===== config.mk =====
export PLATFORM = sky130hd
export DESIGN_NAME = dma_chain_seq
export DESIGN_NICKNAME = d
export VERILOG_FILES = /design/src/rtl/dma_chain_pkg.sv /design/src/rtl/dma_desc_rom.sv /design/src/rtl/dma_lane.sv /design/src/rtl/dma_trig_track.sv /design/src/rtl/dma_chain_seq.sv
export SDC_FILE = /design/constraint.sdc
export NUM_CORES = 1
export LEC_CHECK = 0
export BUFFER_PORTS_ARGS = -buffer_cell sky130_fd_sc_hd__buf_2
export CORE_MARGIN = 1.5
export CORE_UTILIZATION = 55
export CTS_CLUSTER_SIZE = 28
export DETAILED_ROUTE_END_ITERATION = 8
export PLACE_DENSITY = 0.78
export SKIP_LAST_GASP = 1
export SLEW_MARGIN = 20
export SYNTH_ARGS = -nofsm -noshare
export SYNTH_HDL_FRONTEND = slang
export SYNTH_SLANG_ARGS = --single-unit

===== constraint.sdc =====
create_clock -name clk -period 2.73 [get_ports clk]
set_clock_uncertainty 0.05 [all_clocks]
set_input_delay 0 -clock clk [delete_from_list [all_inputs] [get_ports clk]]
set_output_delay 0 -clock clk [all_outputs]
set_load 0.01 [all_outputs]

===== src/rtl/dma_chain_pkg.sv =====
package dma_chain_pkg;
  localparam int unsigned AW      = 16;
  localparam int unsigned DW      = 32;
  localparam int unsigned LANES   = DW / 8;
  localparam int unsigned LANE_W  = $clog2(LANES);
  localparam int unsigned IDX_W   = 2;
  localparam int unsigned CNT_W   = 4;
  localparam int unsigned STEP_W  = 3;
  localparam int unsigned XFER_CYC = 3;  // read issue, data return, write issue

  typedef enum logic [2:0] {PH_IDLE, PH_PREP, PH_LOAD, PH_PTR, PH_XFER} phase_e;

  typedef struct packed {
    logic              loop;   // 1: multi-element loop descriptor
    logic              wide;   // 1: word elements, 0: byte elements
    logic [AW-1:0]     src;
    logic [AW-1:0]     dst;
    logic [CNT_W-1:0]  cnt;
    logic [STEP_W-1:0] sstep;
    logic [STEP_W-1:0] dstep;
    logic [IDX_W-1:0]  nxt;
  } desc_t;
endpackage


===== src/rtl/dma_desc_rom.sv =====
module dma_desc_rom
  import dma_chain_pkg::*;
#(
  parameter int unsigned   DEPTH  = 4,
  parameter logic [AW-1:0] STAT_A = 16'h0010,
  parameter logic [AW-1:0] CTRL_A = 16'h0020,
  parameter logic [AW-1:0] RES_A  = 16'h0030,
  parameter logic [AW-1:0] BUF_A  = 16'h0100,
  parameter logic [AW-1:0] OUT_A  = 16'h0200
) (
  input  logic [IDX_W-1:0] rd_idx,
  output desc_t            rd_desc
);
  desc_t tbl [DEPTH];

  function automatic desc_t entry(input int unsigned i);
    desc_t d;
    d = '0;
    case (i)
      1: begin
        d.wide = 1'b1; d.src = RES_A; d.dst = BUF_A;
        d.cnt = CNT_W'(1); d.nxt = IDX_W'(2);
      end
      2: begin
        d.loop = 1'b1; d.src = BUF_A + AW'(1); d.dst = OUT_A;
        d.cnt = CNT_W'(2); d.sstep = STEP_W'(2); d.dstep = STEP_W'(1);
        d.nxt = IDX_W'(0);
      end
      default: begin
        d.wide = 1'b1; d.src = STAT_A; d.dst = CTRL_A;
        d.cnt = CNT_W'(1); d.nxt = (i == 0) ? IDX_W'(1) : IDX_W'(0);
      end
    endcase
    return d;
  endfunction

  for (genvar g = 0; g < DEPTH; g++) begin : g_tbl
    assign tbl[g] = entry(g);
  end

  assign rd_desc = tbl[rd_idx];
endmodule


===== src/rtl/dma_lane.sv =====
module dma_lane
  import dma_chain_pkg::*;
(
  input  logic              wide,
  input  logic [LANE_W-1:0] src_lo,
  input  logic [LANE_W-1:0] dst_lo,
  input  logic [DW-1:0]     rdata,
  output logic [DW-1:0]     wdata,
  output logic [LANES-1:0]  be
);
  logic [7:0] pick;

  always_comb begin
    pick = rdata[8*src_lo +: 8];
    if (wide) begin
      wdata = rdata;
      be    = '1;
    end else begin
      wdata = {LANES{pick}};
      be    = LANES'(1) << dst_lo;
    end
  end
endmodule


===== src/rtl/dma_trig_track.sv =====
module dma_trig_track #(
  parameter int unsigned LAT_W = 8,
  parameter int unsigned OVR_W = 8
) (
  input  logic             clk,
  input  logic             rst,
  input  logic             trig,
  input  logic             start,
  input  logic             running,
  input  logic             finish,
  output logic             pend,
  output logic [LAT_W-1:0] last_lat,
  output logic [OVR_W-1:0] ovr_cnt
);
  logic [LAT_W-1:0] run_cnt;

  always_ff @(posedge clk) begin
    if (rst) begin
      pend     <= 1'b0;
      run_cnt  <= '0;
      last_lat <= '0;
      ovr_cnt  <= '0;
    end else begin
      if (start)
        pend <= 1'b0;
      else if (trig && running) begin
        if (!pend) pend <= 1'b1;
        else       ovr_cnt <= ovr_cnt + 1'b1;
      end
      if (start)        run_cnt <= '0;
      else if (running) run_cnt <= run_cnt + 1'b1;
      if (finish) last_lat <= run_cnt + 1'b1;
    end
  end
endmodule


===== src/rtl/dma_chain_seq.sv =====
module dma_chain_seq
  import dma_chain_pkg::*;
#(
  parameter int unsigned PREP_CYC = 6,
  parameter int unsigned LD1_CYC  = 4,
  parameter int unsigned LDX_CYC  = 5,
  parameter int unsigned PTR_CYC  = 1,
  parameter int unsigned DEPTH    = 4,
  parameter int unsigned LAT_W    = 8,
  parameter int unsigned OVR_W    = 8
) (
  input  logic             clk,
  input  logic             rst,
  input  logic             trig,
  output logic             bus_rd,
  output logic             bus_wr,
  output logic [15:0]      bus_addr,
  output logic [3:0]       bus_be,
  output logic [31:0]      bus_wdata,
  input  logic [31:0]      bus_rdata,
  output logic             done,
  output logic             busy,
  output logic [LAT_W-1:0] last_lat,
  output logic [OVR_W-1:0] ovr_cnt
);
  localparam int unsigned PH_W = $clog2(PREP_CYC + LD1_CYC + LDX_CYC + PTR_CYC + XFER_CYC);

  phase_e            state;
  logic [PH_W-1:0]   ph_cnt;
  logic [IDX_W-1:0]  idx;
  logic [IDX_W-1:0]  nxt_q;
  logic              wide_q;
  logic [STEP_W-1:0] sstep_q, dstep_q;
  logic [AW-1:0]     src_p, dst_p;
  logic [CNT_W-1:0]  elem_left;
  logic [IDX_W-1:0]  rom_idx;
  desc_t             rom_q;
  logic [DW-1:0]     lane_wdata;
  logic [LANES-1:0]  lane_be;
  logic              pend, start, finish;

  function automatic logic [PH_W-1:0] ld_cost(input logic is_loop);
    return is_loop ? PH_W'(LDX_CYC - 1) : PH_W'(LD1_CYC - 1);
  endfunction

  assign rom_idx = (state == PH_XFER) ? nxt_q : idx;
  assign start   = (state == PH_IDLE) && (trig || pend);
  assign finish  = (state == PH_XFER) && (ph_cnt == '0) &&
                   (elem_left <= CNT_W'(1)) && (nxt_q == '0);

  dma_desc_rom #(.DEPTH(DEPTH)) u_rom (.rd_idx(rom_idx), .rd_desc(rom_q));

  dma_lane u_lane (
    .wide(wide_q), .src_lo(src_p[LANE_W-1:0]), .dst_lo(dst_p[LANE_W-1:0]),
    .rdata(bus_rdata), .wdata(lane_wdata), .be(lane_be)
  );

  dma_trig_track #(.LAT_W(LAT_W), .OVR_W(OVR_W)) u_track (
    .clk(clk), .rst(rst), .trig(trig), .start(start), .running(busy),
    .finish(finish), .pend(pend), .last_lat(last_lat), .ovr_cnt(ovr_cnt)
  );

  always_ff @(posedge clk) begin
    if (rst) begin
      state <= PH_IDLE; ph_cnt <= '0; idx <= '0; nxt_q <= '0;
      wide_q <= 1'b0; sstep_q <= '0; dstep_q <= '0;
      src_p <= '0; dst_p <= '0; elem_left <= '0;
      bus_rd <= 1'b0; bus_wr <= 1'b0; bus_addr <= '0; bus_be <= '0;
      bus_wdata <= '0; done <= 1'b0; busy <= 1'b0;
    end else begin
      done   <= 1'b0;
      bus_rd <= 1'b0;
      bus_wr <= 1'b0;
      unique case (state)
        PH_IDLE: if (start) begin
          state <= PH_PREP; ph_cnt <= PH_W'(PREP_CYC - 1); idx <= '0; busy <= 1'b1;
        end
        PH_PREP: if (ph_cnt == '0) begin
          state <= PH_LOAD; ph_cnt <= ld_cost(rom_q.loop);
        end else ph_cnt <= ph_cnt - 1'b1;
        PH_LOAD: if (ph_cnt == '0) begin
          wide_q <= rom_q.wide; sstep_q <= rom_q.sstep; dstep_q <= rom_q.dstep;
          nxt_q <= rom_q.nxt; src_p <= rom_q.src; dst_p <= rom_q.dst;
          elem_left <= rom_q.cnt;
          state <= PH_PTR; ph_cnt <= PH_W'(PTR_CYC - 1);
        end else ph_cnt <= ph_cnt - 1'b1;
        PH_PTR: if (ph_cnt == '0) begin
          state <= PH_XFER; ph_cnt <= PH_W'(XFER_CYC - 1);
          bus_rd <= 1'b1; bus_addr <= src_p;
        end else ph_cnt <= ph_cnt - 1'b1;
        PH_XFER: begin
          if (ph_cnt == PH_W'(1)) begin
            bus_wr <= 1'b1; bus_addr <= dst_p;
            bus_wdata <= lane_wdata; bus_be <= lane_be;
          end
          if (ph_cnt == '0) begin
            src_p <= src_p + AW'(sstep_q);
            dst_p <= dst_p + AW'(dstep_q);
            elem_left <= elem_left - 1'b1;
            if (elem_left > CNT_W'(1)) begin
              state <= PH_PTR; ph_cnt <= PH_W'(PTR_CYC - 1);
            end else if (finish) begin
              state <= PH_IDLE; done <= 1'b1; busy <= 1'b0;
            end else begin
              state <= PH_LOAD; idx <= nxt_q; ph_cnt <= ld_cost(rom_q.loop);
            end
          end else ph_cnt <= ph_cnt - 1'b1;
        end
        default: state <= PH_IDLE;
      endcase
    end
  end
endmodule


==> Word-level counts from Yosys, hierarchy flattened <==
Index checks and enable logic that the tools add are counted.
{ "totals": {"out_inout_bits": 72, "wordCells": 126, "register_bits": 136, "input_bits": 35} }
{ "op_classes": {"add_sub_neg": 6, "reduce_logical": 26, "magnitude_cmp": 3, "eq_ne": 15, "n_shift": 2, "n_bitwise": 5, "muxes": 48} }
{ "ops": {"columns": ["operator", "count"], "rows": [
  ["2-to-1 mux 16 bit", 6],
  ["case mux 16 bit (2 select lines)", 3],
  ["binary-select mux 46 bit (select 2 bit)", 1],
  ["2-to-1 mux 46 bit", 2],
  ["2-to-1 mux 5 bit", 7],
  ["adder 16 x 3 -> 16 bit", 2],
  ["2-to-1 mux 32 bit", 1],
  ["variable part select 32 x 6 -> 8 bit", 1],
  ["case mux 5 bit (5 select lines)", 1],
  ["2-to-1 mux 3 bit", 6],
  ["adder 8 x 1 -> 8 bit (second input constant)", 2],
  ["case mux 3 bit (5 select lines)", 1],
  ["AND reduction 5 bit", 3],
  ["2-to-1 mux 2 bit", 7],
  ["inequality test 2 bit (second input constant)", 7],
  ["2-to-1 mux 4 bit", 3],
  ["AND reduction 3 bit", 4],
  ["case mux 4 bit (2 select lines)", 1],
  ["2-to-1 mux 1 bit", 7],
  ["equality test 3 x 2 -> 1 bit (second input constant)", 2],
  ["nonzero test 2 bit", 3],
  ["OR reduction 2 bit", 3],
  ["equality test 5 x 1 -> 1 bit (second input constant)", 1],
  ["logical AND 1 bit", 5],
  ["other kinds (21)", 26]
]} }

==> Longest topological paths before layout <==
{ "depth": {"ltp_word": 11, "ltp_mapped": 11, "ltp_nobuf": 9} }

==> Cells and area by module <==
A second synthesis with hierarchy kept.
{ "hier_totals": {"cells_unflattened": 989, "area_unflattened_um2": 7768.7} }
{ "modules_own_cells": {"columns": ["mod", "cells_each", "instances", "area_per_inst_um2", "seq_area_each_um2"], "rows": [
  ["dma_chain_seq", 714, 1, 5495.3, 2222.1],
  ["dma_trig_track", 125, 1, 1136.1, 500.5],
  ["dma_lane", 100, 1, 760.7, 0.0],
  ["dma_desc_rom", 50, 1, 376.6, 0.0]
]} }

==> Worst setup path before layout <==
No wires, ideal clock.
{ "synth_path": {"path_type": "register -> register", "start": "register state[0]", "end": "register dst_p[5]", "required_ps": 2565, "setup_time_ps": 115, "synth_period_minus_slack_ps": 2505, "stages_incl_launch_ff": 12, "arrival_ps": 2341, "path_slack_ps": 225, "path_cell_list": "dfxtp_1 buf_2 or3b_2 clkbuf_1 buf_2 a21oi_1 inv_1 ha_1 nor3_1 a21oi_1 nor2_1 a2111oi_0"} }
{ "synth_between": {"elab_chain_cells": 8, "word_cells_on_any_way": 13} }
{ "synth_rtl": {"columns": ["item", "line_no", "text"], "rows": [
  ["start, declared", "dma_chain_seq.sv:28", "phase_e state;"],
  ["start signal, assigned", "dma_chain_seq.sv:65", "state <= PH_IDLE; ph_cnt <= '0; idx <= '0; nxt_q <= '0;"],
  ["start signal, assigned", "dma_chain_seq.sv:76", "state <= PH_PREP; ph_cnt <= PH_W'(PREP_CYC - 1); idx <= '0; busy <= 1'b1;"],
  ["start signal, assigned", "dma_chain_seq.sv:79", "state <= PH_LOAD; ph_cnt <= ld_cost(rom_q.loop);"],
  ["equality test 3 bit", "dma_chain_seq.sv:46, dma_chain_seq.sv:74", null],
  ["2-to-1 mux 2 bit", "dma_chain_seq.sv:46", "assign rom_idx = (state == PH_XFER) ? nxt_q : idx;"],
  ["inverter 2 -> 3 bit (implied by the code)", "dma_desc_rom.sv:41", "assign rd_desc = tbl[rd_idx];"],
  ["binary-select mux 46 bit (select 2 bit)", "dma_desc_rom.sv:41", null],
  ["2-to-1 mux 46 bit (implied by the code) (2 in a row)", "dma_desc_rom.sv:41", null],
  ["2-to-1 mux 16 bit", "dma_chain_seq.sv:81", "PH_LOAD: if (ph_cnt == '0) begin"],
  ["case mux 16 bit (2 select lines)", "dma_chain_seq.sv:74", "unique case (state)"],
  ["end signal, assigned", "dma_chain_seq.sv:83", "nxt_q <= rom_q.nxt; src_p <= rom_q.src; dst_p <= rom_q.dst;"],
  ["end signal, assigned", "dma_chain_seq.sv:98", "dst_p <= dst_p + AW'(dstep_q);"],
  ["end, declared", "dma_chain_seq.sv:34", "logic [AW-1:0] src_p, dst_p;"]
]} }
Parallel ways exist; a longest one is shown, timed or not. The select of a mux whose other input is x is not followed.
A chain may end at the register's enable or synchronous reset.

==> Final worst setup path <==
{ "layout_path": {"start": "register state[2]", "end": "register bus_wdata[20]"} }
{ "layout_between": {"elab_chain_cells": 2} }
{ "layout_rtl": {"columns": ["item", "line_no", "text"], "rows": [
  ["equality test 3 bit", "dma_chain_seq.sv:74", null],
  ["AND reduction 2 bit (no source line)", null, null],
  ["end signal, assigned", "dma_chain_seq.sv:94", "bus_wdata <= lane_wdata; bus_be <= lane_be;"],
  ["end, declared", "dma_chain_seq.sv:19", "output logic [31:0] bus_wdata,"]
]} }
No other way between the ends.

==> results.md <==
* Power density cells at 771 mW/mm^2
* Sw Share at 31.6%
* Number of CTS-inserted buffers at 17
* Root Buffer: clkbuf_16
* Synth Flop Type: dfxtp_1
* Routed vias at 5,979
* Total length of routed wires at 17,300 um
* Clock slew at reported path FFs at 0.05 ns
* Async set-or-reset flop fraction in the synthesized netlist at 0%
* Clock Path Buffers at 2
* First-pass iteration count of the detailed router at 5
* Final net count at 916
* Post-CTS setup repair buffer count at 0
* Comb pwr share at 25.5%
* Fin Setup TNS at 0 ns
* Least setup slack across all paths after layout at 0.176 ns
* Sort of element at the end of the critical path: flip-flop
* Number of ports placed on the die boundary at 107
* Die area at 0.0120 mm^2
* Share of the yosys chip area belonging to registers at 42.1%
* Post-route non-filler standard cell count at 1,021
* Die outline height at 109 um
* Post-synthesis area per instance at 8.39 um^2
* Final Hold Viols at 0
* Wire length per cell at 17.0 um
* Clock tree from TritonCTS: built
* Ratio of routed vias to standard cells at 5.86
* Post-cts resize count at 0
* Number of antenna cells inserted at 0
* Number of synthesized flops with an enable pin at 0
* Placeable core area at 0.0109 mm^2
* Slowest cell on the critical path: a21oi_1
* Leakage power of the design at 0.00295 uW
* # port buffers at 106
* Multi-input gate area at 0.00332 mm^2
* Maximum net fanout on the critical path at 26
* Switching power at 1890 uW
* Crit Path Class: flip-flop to flip-flop
* Max Freq at 392 MHz
* RSZ-0062 raised after global routing: false
* Peak supply drop at 0.000542 V
* Number of warnings reported in the yosys synthesis log at 0
* Share of the core filled with cells at 71.0%
* Cell Chain, Critical Path: buf_4 > nor3b_2 > buf_4 > nand3_1 > a21oi_1 > a211oi_1
* Area growth syn-to-layout at 24.8%
* Crit path buffers/inverters at 2
* # setup viols final at 0
* Worst stage delay on the critical path at 0.55 ns
* Final period demand of the worst path at 2.55 ns
* Number of max-capacitance violations reported at 0
* Horiz. Die Dim at 109 um
* Dpl ws at 0.322 ns
* Worst Tran Pin Value at 0.791 ns
* Clock share of power at 38.7%
* Cells after Synth at 742
* Number of hold buffers added after CTS at 33
* Initial antenna violation count at 0
* Final Wtd Congestion at 0.902
* Kind of cell with the highest combined delay on the critical path: simple AND/OR/NAND/NOR gates
* Residual overflow from global routing at 0
* Number of global-route vias before repair at 5,762
* First-pass GRT wire length at 27,400 um
* Cell occurring most often along the worst timing path: buf_4
* Routed Antenna Nets at 0
* Synth Net Count at 790
* Clock latency reported for the late side of the worst-skew pair at 0.42 ns
* WP data required at 2.94 ns
* Dpl hpwl at 10,900 um
* Power share of the sequential group at 35.8%
* Count of placed standard cells including taps at 956
* Clock sinks at 131
* Placement row count at 38
* Pins Over Slew Limit at 0
* Global routing usage summed across all routing layers at 29.4%
* Largest net degree at the start of global routing at 42
* Post-route fraction of the period consumed by the critical path at 93.6%
* Post-route worst hold slack at 0.104 ns
* Count of fill cells added during filler insertion at 861
* Max-slew headroom at the worst pin at 47.2%
* Layout cell share with drive strength beyond 1 at 20.1%
* Type of the most critical hold path: input port to flip-flop
* Number of H-tree branching levels at 4
* # DRC at 0
* Unique masters post-synth at 58
* Cell Int Power at 4100 uW
* Post-Synthesis Cell Area at 0.00623 mm^2
* WP data arrival at 2.76 ns
* DRC violation total after the first TritonRoute iteration at 419
* FF+latch count, synth at 131
* Category of the worst setup path launch point: flip-flop
* Result of the run: finished clean
* Register area at 0.00262 mm^2
* Initial core utilization at 56.9%
-- per-layer routing --
metal / wire, um / vias up / global-route usage (%)
li1: - / 2854 / -
met4: 560 / 0 / 14.4
met1: 7150 / 2834 / 35.6
met2: 8620 / 236 / 47.9
met5: 0 / - / 0
met3: 993 / 55 / 8.12
-- state kept, by name, summed over array words and instances (netlist names), 4 cells and up --
signal            count
dst_p                16
u_track.run_cnt       8
ph_cnt                5
bus_wdata            32
u_track.last_lat      8
bus_be                4
src_p                16
bus_addr             16
u_track.ovr_cnt       8
elem_left             4
-- synthesized netlist by cell type (12+ instances only) --
master	instances	area share [%]
nor2_1	140	8.4
dfxtp_1	131	42
nand2_1	95	5.7
a211oi_1	44	5.3
a21oi_1	32	2.6
clkbuf_1	32	1.9
xor2_1	28	3.9
nand3_1	25	2.0
nor3_1	17	1.4
xnor2_1	17	2.4
a311oi_1	16	2.3
ha_1	13	2.6
buf_2	12	0.96
nand4_1	12	1.2
-- worst reg2reg max path: stages, from the launching register on --
cell and delay [ns]:
dfxtp_1 0.32, buf_4 0.20, nor3b_2 0.25, buf_4 0.34
nand3_1 0.53, a21oi_1 0.55, a211oi_1 0.15
-- power by group through the flow --
stage | registers [uW] | logic (uW) | clock network (uW)
detailed placement | 2180 | 1460 | 0
global placement | 2180 | 1420 | 0
global route | 2160 | 1690 | 2420
floorplan | 2160 | 1150 | 0
finish | 2150 | 1530 | 2320
CTS | 2140 | 1510 | 2340
-- cell families (layout without fill, tap and decap cells) --
kind of cell	count (synthesis)	count (layout)	synth area share, %
AO/OA/AOI/OAI	137	137	15.7
flip-flops	131	131	42.1
AND/OR/NAND/NOR	339	339	24.8
XOR/XNOR	45	45	6.33
adder cells (fa/ha/maj)	13	13	2.61
buffers and inverters	63	202	4.64
multiplexers	14	14	3.86
-- per-stage QoR --
step	total power (uW)	cell area [um^2]
2_1_floorplan	3310	6230
3_3_place_gp	3600	6840
3_5_place_dp	3650	6840
4_1_cts	5990	7770
5_1_grt	6280	7770
6_report	5990	7770
-- path summary, 6_finish.rpt --
path | end | from | cells past startpoint | slack (ns)
max reg2reg | bus_wdata[20] | state[2] | 6 | 0.18
min | nxt_q[0] | rst | 2 | 0.10
max | bus_wdata[20] | state[2] | 6 | 0.18
min reg2reg | bus_addr[13] | bus_addr[13] | 2 | 0.44
-- area by class of cell --
class                   instances  share of cell area (%)
repair buffers                160                    13.1
clock buffers                  23                    6.02
multi-input cells             548                    42.7
clock inverters                 9                    1.66
well taps                     140                    2.25
inverters                      10                   0.483
flip-flops and latches        131                    33.8
-- cell usage in the layout, fill, tap and decap left out, types with 7 or more instances in the layout --
cell	Yosys	final
mux4_2	8	8
a211oi_1	44	44
and3_1	7	7
inv_1	9	9
nand2_1	95	95
nor3_1	17	17
a311oi_1	16	16
nand2b_1	8	8
nand3_1	25	25
xnor2_1	17	17
nand4_1	12	12
a21oi_1	32	32
o21ai_0	11	11
xor2_1	28	28
buf_4	4	21
clkbuf_16	0	17
nor2_1	140	140
dlygate4sd3_1	0	33
ha_1	13	13
buf_2	12	106
dfxtp_1	131	131
(Power assumes the default switching activity.)
